File: config.mk
export PLATFORM = sky130hd
export DESIGN_NAME = gapclk_ser_tx
export DESIGN_NICKNAME = d
export VERILOG_FILES = /design/src/rtl/gctx_pkg.sv /design/src/rtl/gctx_sync.sv /design/src/rtl/gctx_edge.sv /design/src/rtl/gctx_shift.sv /design/src/rtl/gapclk_ser_tx.sv
export SDC_FILE = /design/constraint.sdc
export NUM_CORES = 1
export LEC_CHECK = 0
export BUFFER_PORTS_ARGS = -buffer_cell sky130_fd_sc_hd__buf_2
export CORE_ASPECT_RATIO = 0.5
export CORE_MARGIN = 2
export CORE_UTILIZATION = 25
export DETAILED_ROUTE_END_ITERATION = 16
export HOLD_SLACK_MARGIN = 0.03
export SYNTH_ARGS = -nofsm -noshare
export SYNTH_HDL_FRONTEND = slang
export SYNTH_SLANG_ARGS = --single-unit
File: constraint.sdc
create_clock -name clk -period 2.5 [get_ports clk]
set_input_delay 0 -clock clk [delete_from_list [all_inputs] [get_ports clk]]
set_output_delay 0 -clock clk [all_outputs]
set_load 0.1 [all_outputs]
File: src/rtl/gctx_pkg.sv
package gctx_pkg;

  typedef enum logic {
    EDGE_RISE = 1'b0,
    EDGE_FALL = 1'b1
  } edge_sel_e;

  // pick the strobe of the configured direction
  function automatic logic pick_edge(input edge_sel_e sel, input logic rise, input logic fall);
    return (sel == EDGE_FALL) ? fall : rise;
  endfunction

endpackage

File: src/rtl/gctx_sync.sv
module gctx_sync #(
  parameter int STAGES = 2
) (
  input  logic clk,
  input  logic rst_n,
  input  logic async_in,
  output logic sync_out
);
  localparam int LAST = STAGES - 1;

  logic [LAST:0] chain;

  generate
    for (genvar s = 0; s < STAGES; s++) begin : g_stage
      if (s == 0) begin : g_first
        always_ff @(posedge clk or negedge rst_n) begin
          if (!rst_n) chain[0] <= 1'b0;
          else        chain[0] <= async_in;
        end
      end else begin : g_next
        always_ff @(posedge clk or negedge rst_n) begin
          if (!rst_n) chain[s] <= 1'b0;
          else        chain[s] <= chain[s-1];
        end
      end
    end
  endgenerate

  assign sync_out = chain[LAST];
endmodule

File: src/rtl/gctx_edge.sv
module gctx_edge
  import gctx_pkg::*;
(
  input  logic clk,
  input  logic rst_n,
  input  logic level,
  input  logic sel_fall,
  output logic adv
);
  logic prev_q;
  logic rise;
  logic fall;

  always_ff @(posedge clk or negedge rst_n) begin
    if (!rst_n) prev_q <= 1'b0;
    else        prev_q <= level;
  end

  assign rise = level & ~prev_q;
  assign fall = ~level & prev_q;
  assign adv  = pick_edge(edge_sel_e'(sel_fall), rise, fall);
endmodule

File: src/rtl/gctx_shift.sv
module gctx_shift #(
  parameter int DATA_W = 8
) (
  input  logic              clk,
  input  logic              rst_n,
  input  logic              adv,
  input  logic [DATA_W-1:0] in_data,
  input  logic              in_valid,
  output logic              in_ready,
  output logic              ser_out,
  output logic              underrun
);
  localparam int CNT_W = (DATA_W > 2) ? $clog2(DATA_W) : 1;
  localparam logic [CNT_W-1:0] LAST_IDX = CNT_W'(DATA_W - 1);

  logic [DATA_W-1:0] shreg_q;
  logic [CNT_W-1:0]  left_q;
  logic              need_byte;

  function automatic logic [DATA_W-1:0] shl1(input logic [DATA_W-1:0] v);
    return {v[DATA_W-2:0], 1'b0};
  endfunction

  assign need_byte = (left_q == '0);
  assign in_ready  = adv & need_byte;

  always_ff @(posedge clk or negedge rst_n) begin
    if (!rst_n) begin
      shreg_q  <= '0;
      left_q   <= '0;
      ser_out  <= 1'b1;
      underrun <= 1'b0;
    end else if (adv) begin
      if (need_byte) begin
        if (in_valid) begin
          ser_out  <= in_data[DATA_W-1];
          shreg_q  <= shl1(in_data);
          left_q   <= LAST_IDX;
          underrun <= 1'b0;
        end else begin
          ser_out  <= 1'b1;
          underrun <= 1'b1;
        end
      end else begin
        ser_out <= shreg_q[DATA_W-1];
        shreg_q <= shl1(shreg_q);
        left_q  <= left_q - 1'b1;
      end
    end
  end
endmodule

File: src/rtl/gapclk_ser_tx.sv
module gapclk_ser_tx #(
  parameter int DATA_W      = 8,
  parameter int SYNC_STAGES = 2
) (
  input  logic              clk,
  input  logic              rst_n,
  input  logic              link_clk,
  input  logic              cfg_fall_edge,
  input  logic [DATA_W-1:0] in_data,
  input  logic              in_valid,
  output logic              in_ready,
  output logic              ser_out,
  output logic              underrun
);
  // internal events brought out by name for the checker
  logic link_lvl;
  logic adv_strobe;

  gctx_sync #(.STAGES(SYNC_STAGES)) u_sync (
    .clk      (clk),
    .rst_n    (rst_n),
    .async_in (link_clk),
    .sync_out (link_lvl)
  );

  gctx_edge u_edge (
    .clk      (clk),
    .rst_n    (rst_n),
    .level    (link_lvl),
    .sel_fall (cfg_fall_edge),
    .adv      (adv_strobe)
  );

  gctx_shift #(.DATA_W(DATA_W)) u_shift (
    .clk      (clk),
    .rst_n    (rst_n),
    .adv      (adv_strobe),
    .in_data  (in_data),
    .in_valid (in_valid),
    .in_ready (in_ready),
    .ser_out  (ser_out),
    .underrun (underrun)
  );
endmodule

### Yosys cells after proc, flatten, opt, wreduce, memory -nomap -nowiden

Index checks and enable logic that the tools add are counted.

| cells by class | value |
|---|---|
| add/sub/neg operators | 1 |
| equal/unequal tests | 1 |
| multiplexer cells | 8 |
| bitwise operators | 5 |
| reductions and logical operators | 3 |

Operators with widths:

| cell | count |
|---|---|
| $mux 8 | 2 |
| $mux 3 | 2 |
| $mux 1 | 4 |
| $reduce_and 2->1 | 2 |
| $and 1x1->1 | 3 |
| $logic_not 3->1 | 1 |
| $sub 3x1->3 const B | 1 |
| $ne 2x2->1 const B | 1 |
| $not 1->1 | 2 |

| storage, ports and cells | value |
|---|---|
| register bits | 16 |
| output and inout bits | 3 |
| logic and storage cells | 25 |

### Longest topological paths before layout

| logic depth | value |
|---|---|
| depth after elaboration | 4 |
| gate-level depth with buffers | 6 |
| mapped depth without buffers | 5 |

### Hierarchy

Synthesis repeated with hierarchy kept, for this count alone.

| unflattened totals | value |
|---|---|
| cells, all modules | 59 |
| area total of the unflattened synthesis | 684.4 µm² |

By module, submodules not included:

| module | instances | cells each | area an instance (µm²) | sequential area each (µm²) |
|---|---|---|---|---|
| gctx_shift | 1 | 53 | 586.8 | 301.5 |
| gctx_sync | 1 | 2 | 50.0 | 50.0 |
| gctx_edge | 1 | 4 | 47.5 | 25.0 |

### Worst setup path after synthesis

Ideal clock, no wire load.

| timing path | value |
|---|---|
| path kind | flip-flop to flip-flop |
| start point | register u_edge.prev_q |
| end point | register u_shift.underrun |
| data arrival time | 2.691 ns |
| required time | 2.406 ns |
| slack | -0.285 ns |
| stages on the path, launching flop included | 5 |
| path buffers | 1 |
| cell sequence | dfrtp_1 -> or3b_1 -> buf_2 -> a21oi_1 -> mux2i_1 |

| between the ends | value |
|---|---|
| longest elaborated chain between the ends | 4 |
| elaborated cells on any way between the ends | 5 |

RTL lines:

| element | line | RTL |
|---|---|---|
| start, declared | gctx_edge.sv:10 | `logic prev_q;` |
| start signal, assigned | gctx_edge.sv:16 | `else prev_q <= level;` |
| $not 1->1 | gctx_edge.sv:19 | `assign rise = level & ~prev_q;` |
| $and 1x1->1 | gctx_edge.sv:19 |  |
| $mux 1 (*) | gctx_pkg.sv:10 | `return (sel == EDGE_FALL) ? fall : rise;` |
| $reduce_and 2->1 (no source line) (*) | -- |  |
| end signal, assigned | gctx_shift.sv:32 | `underrun <= 1'b0;` |
| end signal, assigned | gctx_shift.sv:39 | `underrun <= 1'b0;` |
| end signal, assigned | gctx_shift.sv:42 | `underrun <= 1'b1;` |
| end, declared | gctx_shift.sv:11 | `output logic underrun` |

Mark *: on every way between the ends. The rest lies on a longest branch, timed or not.
A chain may end at the register's enable or synchronous reset.

### Worst setup path after layout

| timing path | value |
|---|---|
| start point | register u_shift.left_q[0] |
| end point | register u_shift.shreg_q[4] |

| between the ends | value |
|---|---|
| longest elaborated chain between the ends | 3 |
| elaborated cells on any way between the ends | 4 |

RTL lines:

| element | line | RTL |
|---|---|---|
| start, declared | gctx_shift.sv:17 | `logic [CNT_W-1:0] left_q;` |
| start signal, assigned | gctx_shift.sv:47 | `left_q <= left_q - 1'b1;` |
| $logic_not 3->1 (*) | gctx_shift.sv:24 | `assign need_byte = (left_q == '0);` |
| $ne 2x2->1 (no source line) | -- |  |
| $reduce_and 2->1 (no source line) | -- |  |
| end signal, assigned | gctx_shift.sv:37 | `shreg_q <= shl1(in_data);` |
| end signal, assigned | gctx_shift.sv:46 | `shreg_q <= shl1(shreg_q);` |
| end, declared | gctx_shift.sv:16 | `logic [DATA_W-1:0] shreg_q;` |

Marks and branches as above.

==> run summary <==
IR drop worst, VDD -> 311.8 uV
Peak Freq -> 521.7 MHz
area leader, netlist -> dfrtp_1
Pre-antenna DRT Iters -> 2
final wirelength -> 1.199 mm
crit path DAT -> 2050 ps
most frequent cells in the layout -> 15 x buf_2, 14 x dfrtp_1, 12 x mux2_2
Synth Warn # -> 0
overflow left after global routing -> 0
global-route wire length before repair -> 2.173 mm
# rows -> 13
number of port buffers -> 15
sequential share of the synthesized area -> 51.72%
initial antenna violation count -> 0
period utilization -> 76.67%
status -> finished clean
top-area cell type share of the netlist area -> 48.11%
Mapped Area -> 728.2 um2
switching part of the total power -> 37.11%
Initial Util -> 27.13%
final setup vio count -> 0
number of diodes -> 0
vias in the first global route -> 485
Fin. Hold Viols -> 0
DR DRC count -> 0
crit path launch type -> flip-flop
Worst Setup End Kind -> flip-flop
synth unique cells -> 22
unrepaired setup endpoints after global routing -> false
largest net degree at the start of global routing -> 16
DR vias/cell -> 4.327
final critical path time including I/O delays and setup -> 1917 ps
Mean Syn Cell Area -> 13.00 um2
layout cells sized above 1 -> 47.37%
most common cell after layout, fill and taps aside -> buf_2
root buf cell -> clkbuf_8
die area -> 3387 um2
DPL Wire Length -> 902.8 um
clk_lat worst skew -> 250 ps
die width -> 80.33 um
Nets -> 92
actual slew at the worst max-slew pin -> 507.7 ps
clk sink count -> 15
DIE HEIGHT -> 42.17 um
reg2reg path depth -> 5
Post-synth EDFFs -> 0
Synth Flop Type -> dfrtp_1
Mapped Nets -> 71
worst reg2reg path startpoint -> u_shift.left_q[0]
CTS HTree Levels -> 1
max_slew headroom -> 66.08%
wire length per cell -> 10.61 um
Max Cap Viol -> 0
Async S/R FF share, synth -> 100.0%
leakage power -> 0.4223 nW
Final ANT Viol Nets -> 0
reg2reg end -> u_shift.shreg_q[4]
TritonCTS clock tree -> built
Final Wtd Congestion -> 0.7351
post-CTS setup buffers -> 0
Placed Cells -> 106
Worst Setup Path Type -> flip-flop to flip-flop
setup TNS -> 0 ps
Hold Path Class -> primary input to flip-flop
Psw -> 0.0003540 W
Reg power frac -> 38.9%
Core ar. -> 2684 um2
CTS clk-pin slew, worst paths -> 60 ps
area growth from synthesis to layout -> 26.46%
Max clock buf depth -> 2
PwrDens -> 1036 nW/um2
Comb power frac -> 40.8%
data required time of the critical path -> 2630 ps
Worst Hold Path EP -> u_shift.underrun
clock power share -> 20.3%
Hold Crit Start -> in_valid
TritonCTS buffer count -> 3
Final Max Slew Viols -> 0
final setup skew -> 3.337 ps
Cells on Worst Hold Path -> 2
Synth Register Bits -> 15
Non-Filler Instances -> 113
GRT Overall Usage -> 8.614%
Int Pwr -> 0.0006000 W
io pins -> 16
R2R setup slack -> 580 ps
Cells after Synth -> 56
crit path max fanout -> 7
largest cells by area after synthesis -> dfrtp_1 48%, mux2_2 19%, mux2i_1 4.1%, a2bb2oi_4 3.6%, dfstp_2 3.6%
DR iter-0 viols -> 27
Vias -> 489
## what timing repair did
item                      4_1_cts  5_1_grt
gates resized for setup         0        0
hold endpoints to repair       17        0
hold buffers                    3        0
## flip-flops by register name, indices dropped and copies added, names as in the netlist
signal            flops
u_shift.ser_out       1
u_edge.prev_q         1
u_shift.shreg_q       7
u_sync.sync_out       1
u_shift.left_q        3
u_sync.chain          1
u_shift.underrun      1
## power by group through the flow
stage          clock [W]  combinational (W)  sequential [W]
2_1_floorplan          0           0.000219        0.000481
3_3_place_gp           0           0.000391        0.000375
3_5_place_dp           0           0.000389        0.000377
4_1_cts         0.000203           0.000395        0.000373
5_1_grt         0.000215           0.000425        0.000384
6_report        0.000194           0.000389        0.000371
## through the flow
stage	utilization (%)	setup slack, ps	total power, W	hold WS [ps]	instance area (um2)
finish	34.31	583.1	0.0009541	40.08	920.9
detailed placement	31.47	566.4	0.0007659	-70.93	844.6
floorplan	-	350.2	0.0006997	-295.6	732.0
global route	34.31	432.1	0.001024	63.03	920.9
global placement	31.47	594.0	0.0007654	-70.63	844.6
CTS	34.31	552.6	0.0009715	40.07	920.9
## metal layers
layer / track usage, % / vias to the layer above / routed length (um)
li1: - / 238 / -
met1: 9.707 / 244 / 547
met2: 14.50 / 5 / 593
met3: 3.233 / 2 / 39
met4: 4.068 / 0 / 19
met5: 0 / - / 0
## critical path, stage by stage (launching register included)
cell and delay [ps]:
dfrtp_1 390, inv_1 80, ha_1 220, nor2b_1 460
mux2_2 390, mux2_2 260
## worst max path at each step
stage,slack [ps],depth (start not counted),endpoint,start
final,580,5,u_shift.shreg_q[4],u_shift.left_q[0]
after global routing,430,5,u_shift.shreg_q[6],u_shift.left_q[0]
after CTS,550,5,u_shift.shreg_q[4],u_shift.left_q[0]
after detailed placement,570,5,u_shift.shreg_q[4],u_shift.left_q[0]
after global placement,590,5,u_shift.shreg_q[5],u_shift.left_q[0]
after floorplan,350,4,u_shift.underrun,u_edge.prev_q
## cell usage after synthesis (2+ instances only)
cell type / instances
o21ai_0: 2
a21oi_1: 2
mux2i_1: 3
ha_1: 2
mux2_2: 12
nand2_1: 3
dfrtp_1: 14
inv_1: 4
## area by class of cell
| cell class | count | area [um2] |
|---|---|---|
| tap | 37 | 46.29 |
| clock buffer | 3 | 41.29 |
| timing repair buffer | 18 | 105.1 |
| inverter | 4 | 15.01 |
| fill | 276 | 1763 |
| clock inverter | 1 | 5.005 |
| multi-input combinational | 35 | 331.6 |
| sequential | 15 | 376.6 |
## cells by family (layout without fill, tap and decap cells)
kind of cell | after synthesis | count (layout) | synth area share [%]
AOI/OAI and AO/OA | 8 | 8 | 10.14
and+or+nand+nor | 10 | 10 | 8.764
buffers and inverters | 6 | 26 | 3.263
muxes | 15 | 15 | 22.68
DFF | 15 | 15 | 51.72
adders and majority gates | 2 | 2 | 3.436
Note: power is estimated with default switching activity, not from simulation.
